### src/rtl/txthr_pkg.sv
package txthr_pkg;

    typedef enum logic [1:0] {
        TS_IDLE = 2'd0,
        TS_REQ  = 2'd1,
        TS_SEND = 2'd2
    } tx_state_e;

    typedef struct packed {
        logic [2:0] ttc;
        logic       sf;
        logic       flush;
    } ctl_t;

    // Codes 0..3 step upward by 64; codes 4..7 step downward by 8 from 40.
    function automatic logic [8:0] thr_bytes(input logic [2:0] code);
        logic [8:0] c9;
        c9 = {6'd0, code};
        if (!code[2])
            return (c9 + 9'd1) << 6;
        else
            return 9'd16 + ((9'd7 - c9) << 3);
    endfunction

endpackage

### src/rtl/txthr_cfg.sv
module txthr_cfg
    import txthr_pkg::*;
(
    input  logic clk,
    input  logic rst,
    input  logic we,
    input  ctl_t wdata,
    input  logic done,
    output ctl_t ctl_q,
    output logic flush_start
);
    assign flush_start = we && !ctl_q.flush && wdata.flush;

    always_ff @(posedge clk) begin
        if (rst)
            ctl_q <= '0;
        else if (we && !ctl_q.flush)
            ctl_q <= wdata;
        else if (ctl_q.flush && done)
            ctl_q.flush <= 1'b0;
    end
endmodule

### src/rtl/txthr_occ.sv
module txthr_occ #(
    parameter int DEPTH = 512,
    parameter int PEND_W = 4,
    localparam int LVL_W = $clog2(DEPTH + 1)
) (
    input  logic             clk,
    input  logic             rst,
    input  logic             wr_en,
    input  logic             wr_eof,
    input  logic             pop,
    input  logic             pop_eof,
    input  logic             frame_end,
    input  logic             stat_ack,
    input  logic             busy,
    input  logic             flush_start,
    output logic [LVL_W-1:0] level,
    output logic [LVL_W-1:0] frames,
    output logic [PEND_W-1:0] pend
);
    logic wr_acc;
    logic eof_in, eof_out;

    assign wr_acc  = wr_en && !busy && !flush_start && (level < LVL_W'(DEPTH));
    assign eof_in  = wr_acc && wr_eof;
    assign eof_out = pop && pop_eof && (frames != '0);

    always_ff @(posedge clk) begin
        if (rst || flush_start) begin
            level  <= '0;
            frames <= '0;
        end else begin
            level  <= level + LVL_W'(wr_acc) - LVL_W'(pop);
            frames <= frames + LVL_W'(eof_in) - LVL_W'(eof_out);
        end
    end

    always_ff @(posedge clk) begin
        if (rst)
            pend <= '0;
        else
            pend <= pend + PEND_W'(frame_end) - PEND_W'(stat_ack && (pend != '0));
    end
endmodule

### src/rtl/txthr_rel.sv
module txthr_rel
    import txthr_pkg::*;
#(
    parameter int LVL_W = 10
) (
    input  logic             clk,
    input  logic             rst,
    input  logic [LVL_W-1:0] level,
    input  logic [LVL_W-1:0] frames,
    input  logic [2:0]       ttc,
    input  logic             sf,
    input  logic             busy,
    input  logic             flush_start,
    input  logic             tx_ack,
    input  logic             rd_en,
    input  logic             rd_eof,
    output logic             tx_start,
    output logic             pop,
    output logic             frame_end,
    output logic             in_flight,
    output logic             underflow
);
    tx_state_e state;
    logic      release_ok;
    logic      starve;

    assign release_ok = (frames != '0) ||
                        (!sf && (level > LVL_W'(thr_bytes(ttc))));
    assign starve    = (state == TS_SEND) && rd_en && (level == '0);
    assign pop       = (state == TS_SEND) && rd_en && (level != '0);
    assign frame_end = starve || (pop && rd_eof);
    assign tx_start  = (state == TS_REQ);
    assign in_flight = (state == TS_SEND);

    always_ff @(posedge clk) begin
        if (rst) begin
            state     <= TS_IDLE;
            underflow <= 1'b0;
        end else begin
            underflow <= starve;
            unique case (state)
                TS_IDLE: if (!busy && !flush_start && release_ok) state <= TS_REQ;
                TS_REQ:  if (flush_start) state <= TS_IDLE;
                         else if (tx_ack) state <= TS_SEND;
                TS_SEND: if (frame_end) state <= TS_IDLE;
                default: state <= TS_IDLE;
            endcase
        end
    end
endmodule

### src/rtl/txthr_ctrl.sv
module txthr_ctrl
    import txthr_pkg::*;
#(
    parameter int DEPTH = 512,
    parameter int PEND_W = 4,
    localparam int LVL_W = $clog2(DEPTH + 1)
) (
    input  logic             clk,
    input  logic             rst,
    input  logic             wr_en,
    input  logic             wr_eof,
    input  logic             rd_en,
    input  logic             rd_eof,
    input  logic             tx_ack,
    input  logic             stat_ack,
    input  logic             cfg_we,
    input  logic [2:0]       cfg_ttc,
    input  logic             cfg_sf,
    input  logic             cfg_flush,
    output logic             tx_start,
    output logic             tx_underflow,
    output logic             flush_busy,
    output logic [2:0]       ttc_q,
    output logic             sf_q,
    output logic [LVL_W-1:0] fill_level
);
    ctl_t              ctl_q;
    ctl_t              wdata;
    logic              flush_start;
    logic              done;
    logic              pop, frame_end, in_flight;
    logic [LVL_W-1:0]  frames;
    logic [PEND_W-1:0] pend;

    assign wdata = '{ttc: cfg_ttc, sf: cfg_sf, flush: cfg_flush};
    assign done  = (fill_level == '0) && (pend == '0) && !in_flight;

    txthr_cfg u_cfg (
        .clk(clk), .rst(rst), .we(cfg_we), .wdata(wdata), .done(done),
        .ctl_q(ctl_q), .flush_start(flush_start)
    );

    txthr_occ #(.DEPTH(DEPTH), .PEND_W(PEND_W)) u_occ (
        .clk(clk), .rst(rst), .wr_en(wr_en), .wr_eof(wr_eof),
        .pop(pop), .pop_eof(rd_eof), .frame_end(frame_end),
        .stat_ack(stat_ack), .busy(ctl_q.flush), .flush_start(flush_start),
        .level(fill_level), .frames(frames), .pend(pend)
    );

    txthr_rel #(.LVL_W(LVL_W)) u_rel (
        .clk(clk), .rst(rst), .level(fill_level), .frames(frames),
        .ttc(ctl_q.ttc), .sf(ctl_q.sf), .busy(ctl_q.flush),
        .flush_start(flush_start), .tx_ack(tx_ack), .rd_en(rd_en),
        .rd_eof(rd_eof), .tx_start(tx_start), .pop(pop),
        .frame_end(frame_end), .in_flight(in_flight), .underflow(tx_underflow)
    );

    assign flush_busy = ctl_q.flush;
    assign ttc_q      = ctl_q.ttc;
    assign sf_q       = ctl_q.sf;
endmodule

### config.mk
export PLATFORM = sky130hd
export DESIGN_NAME = txthr_ctrl
export DESIGN_NICKNAME = d
export VERILOG_FILES = /design/src/rtl/txthr_pkg.sv /design/src/rtl/txthr_cfg.sv /design/src/rtl/txthr_occ.sv /design/src/rtl/txthr_rel.sv /design/src/rtl/txthr_ctrl.sv
export SDC_FILE = /design/constraint.sdc
export NUM_CORES = 1
export LEC_CHECK = 0
export BUFFER_PORTS_ARGS = -buffer_cell sky130_fd_sc_hd__buf_2
export CORE_UTILIZATION = 35
export CTS_CLUSTER_SIZE = 8
export DETAILED_ROUTE_END_ITERATION = 10
export GPL_ROUTABILITY_DRIVEN = 0
export PLACE_DENSITY_LB_ADDON = 0.3
export RECOVER_POWER = 25
export SLEW_MARGIN = 20
export SYNTH_ARGS = -nofsm -noshare
export SYNTH_HDL_FRONTEND = slang
export SYNTH_SLANG_ARGS = --single-unit
export TNS_END_PERCENT = 30
### constraint.sdc
create_clock -name clk -period 5.1 [get_ports clk]
set_input_delay 0.255 -clock clk [delete_from_list [all_inputs] [get_ports clk]]
set_output_delay 0.255 -clock clk [all_outputs]
set_load 0.05 [all_outputs]
==> results.tsv <==
stage	metric	value	unit
routing	viasPerCell	5.14	
synth	async_flop_share	0	%
timing	rsz0062_at_grt	no	
final_layout	final_area	0.00270	mm²
synth	synth_fp_nets	339	
routing	dr.first_iter.drc_count	48	
synth	netlist_top_cells_area	dfxtp_1 (27%), ha_1 (21%), inv_1 (6.5%)	
placed_design	io_buffers	30	
pwr	p_clk_share	13.2	%
worst_setup_path	cp.required	5.25	ns
floorplanning	pin_count	31	
floorplanning	coreArea	0.00646	mm²
worst_setup_path	crit_fanout	3	
pwr	p_int	840	µW
floorplanning	start_util	36.9	%
floorplanning	chipWidth	84.5	µm
hold_path	worstHoldPathType	in -> reg	
status	outcome	complete, no violations	
timing	worstMarginPinSlew	0.730	ns
timing	fin_skew	0.00544	ns
routing	ant_nets	0	
timing	timing.fmax	0.316	GHz
worst_setup_path	critPathArrivalTime	3.31	ns
final_layout	area_growth	13.2	%
clocking	clock_latency	0.28	ns
final_layout	fillCellCount	685	
pwr	irDropWorstVdd	0.000339	V
floorplanning	rows	29	
pwr	powerDensity	574	mW/mm²
synth	synthesis.yosys.warnings	0	
final_layout	multi_input_area	0.00157	mm²
worst_setup_path	crit_path_start_kind	flop	
pwr	p_seq_share	23.9	%
clocking	numCtsBuffers	5	
timing	finalMaxSlewViolations	0	
synth	yosysUniqueCellTypes	42	
timing	period_needed	3.16	ns
clocking	clockBufferDepth	2	
timing	period_share	62.0	%
synth	synth_sequential_area_ratio	26.9	%
routing	wirelength	5290	µm
pwr	power_switching_share	45.7	%
global_route	antenna_found_initial	0	
synth	synth_top_area_share	26.9	%
worst_setup_path	worst-setup-path-type	reg -> reg	
clocking	htree_levels	2	
synth	netlist_area	0.00238	mm²
global_route	grt_pass1_wl	9470	µm
clocking	clk_pin_slew_worst_paths	0.07	ns
final_layout	antennaDiodeCount	0	
timing	maxSlewHeadroom	51.4	%
clocking	cts_tree	yes	
timing	hold_viol	0	
placed_design	pre_cts_slack	1.95	ns
final_layout	final-seq-area	641	µm²
pwr	p_sw	707	µW
timing	fin_tns_setup	0	ns
pwr	total_power	1.55	mW
synth	synth_seq_cells	32	
global_route	grt_pass1_vias	2062	
final_layout	final_nets	373	
pwr	p_leak	1.24	nW
global_route	overflow	0	
routing	drt-pass1-iter-count	4	
clocking	cts_setup_buffers	0	
synth	yosysTopAreaCell	dfxtp_1	
clocking	cts-root-buf	clkbuf_8	
synth	synth_edf_count	0	
final_layout	final_layout_size_suffix_gt1_share	11.7	%
job	max-cap-violations	0	
timing	setup_viol	0	
floorplanning	die_h	84.5	µm
global_route	grt_use_total	16.5	%
routing	routedWlPerCell	13.4	µm
worst_setup_path	endpoint_kind	flop	
routing	via_count	2027	
synth	synth_cells	282	
synth	synth_ff_type	dfxtp_1	
floorplanning	die_area	0.00714	mm²
pwr	share_comb_of_total_power	62.9	%
placed_design	dpl_cell_area	0.00261	mm²
synth	avgSynthCellArea	8.44	µm²
timing	setup_ws	1.94	ns
clocking	cts.sinks	32	
clocking	hold_buffers	0	
placed_design	post-dp-hpwl	4180	µm
global_route	grt_max_degree	17	
routing	drc	0	
clocking	ctsResizeCount	0	
-- cell families (layout without fill, tap and decap cells) --
logic type,count (synthesis),count (layout),share of synthesized area [%]
AO/OA/AOI/OAI,56,56,16.6
multiplexers,6,6,2.52
XOR/XNOR,9,9,3.31
flip-flops,32,32,26.9
adder cells (fa/ha/maj),43,43,23.5
buffers and inverters,44,79,7.04
AND/OR/NAND/NOR,92,92,20.1
-- path summary, 6_finish.rpt --
path | from | endpoint | slack [ns] | cells after the start
min | cfg_ttc[2] | u_cfg.ctl_q[4]$_SDFFE_PP0N_ | 0.20 | 3
max reg2reg | u_occ.level[3]$_SDFF_PP0_ | u_occ.level[8]$_SDFF_PP0_ | 1.94 | 14
max | u_occ.level[3]$_SDFF_PP0_ | u_occ.level[8]$_SDFF_PP0_ | 1.94 | 14
min reg2reg | u_rel.state[1]$_SDFFE_PP0P_ | u_rel.state[0]$_SDFFE_PP0P_ | 0.47 | 1
-- synthesized netlist by cell type, types with 2 or more instances --
cell type,instances
o31ai_1,5
nand2b_1,6
and3_1,3
mux2i_1,6
a211oi_1,5
or3_1,6
xnor2_1,5
and2_1,6
o21bai_1,6
dfxtp_1,32
fa_1,3
inv_1,41
a21oi_1,17
nor2_1,29
nand4_1,2
o21ai_0,7
o21a_1,3
buf_2,2
ha_1,40
nand2_1,12
or2_2,2
xor2_1,4
nor2b_1,7
o211ai_1,2
a2111oi_0,3
nor3_1,10
nand3b_1,3
-- per-layer routing --
| layer | routed length [µm] | part of all wire [%] | track usage [%] | up-vias |
|---|---|---|---|---|
| met5 | 0 | 0 | 0 | - |
| met4 | 53 | 1.0 | 4.47 | 0 |
| met3 | 159 | 3.0 | 3.24 | 7 |
| met2 | 2630 | 50 | 28.7 | 22 |
| met1 | 2450 | 46 | 20.7 | 958 |
| li1 | - | - | - | 1040 |
-- power by group through the flow --
stage,sequential [mW],clock [mW],combinational (mW)
floorplan,0.448,0,0.704
global placement,0.375,0,0.967
detailed placement,0.375,0,0.975
CTS,0.370,0.211,0.985
global route,0.380,0.225,1.12
finish,0.370,0.204,0.973
-- placed cells by master, fill, tap and decap left out, types with 2 or more instances in the layout --
master,instances
and3_1,3
clkinv_2,2
ha_1,40
xor2_1,4
nand2_1,12
o31ai_1,5
a21oi_1,17
o21a_1,3
o21ai_0,7
clkbuf_8,6
inv_1,41
fa_1,3
and2_1,6
xnor2_1,5
clkbuf_1,8
o211ai_1,2
or2_2,2
nor3_1,10
nor2_1,29
nand2b_1,6
or3_1,6
mux2i_1,6
buf_2,22
nand4_1,2
a211oi_1,5
nand3b_1,3
nor2b_1,7
o21bai_1,6
dfxtp_1,32
a2111oi_0,3
-- sequential cells by signal, indices dropped and copies added (netlist names) --
signal and flops:
u_occ.frames 10, u_rel.state 2, u_occ.pend 4, u_rel.underflow 1
u_occ.level 10, u_cfg.ctl_q 5
-- per-stage QoR --
stage               utilization, %  hold slack (ns)  cells
floorplan                        -            0.327    282
global placement              40.5            0.449    386
detailed placement            40.5            0.457    386
CTS                           41.9            0.194    394
global route                  41.7            0.199    394
finish                        41.7            0.199    394
-- cell type report --
type / count / share of cell area, %
multi-input cells: 206 / 58.3
repair buffers: 30 / 5.20
clock inverters: 2 / 0.371
inverters: 41 / 5.71
flip-flops and latches: 32 / 23.8
clock buffers: 6 / 3.06
well taps: 77 / 3.57
-- critical path, cell delays in order (launching register included) --
cell,delay (ns)
dfxtp_1,0.34
inv_1,0.12
ha_1,0.16
nand4_1,0.12
nor3_1,0.23
nor2_1,0.10
ha_1,0.28
inv_1,0.03
ha_1,0.22
fa_1,0.46
a211oi_1,0.41
o31ai_1,0.17
a21oi_1,0.19
xor2_1,0.16
nor2_1,0.05
Power figures use the tool's default switching activity.
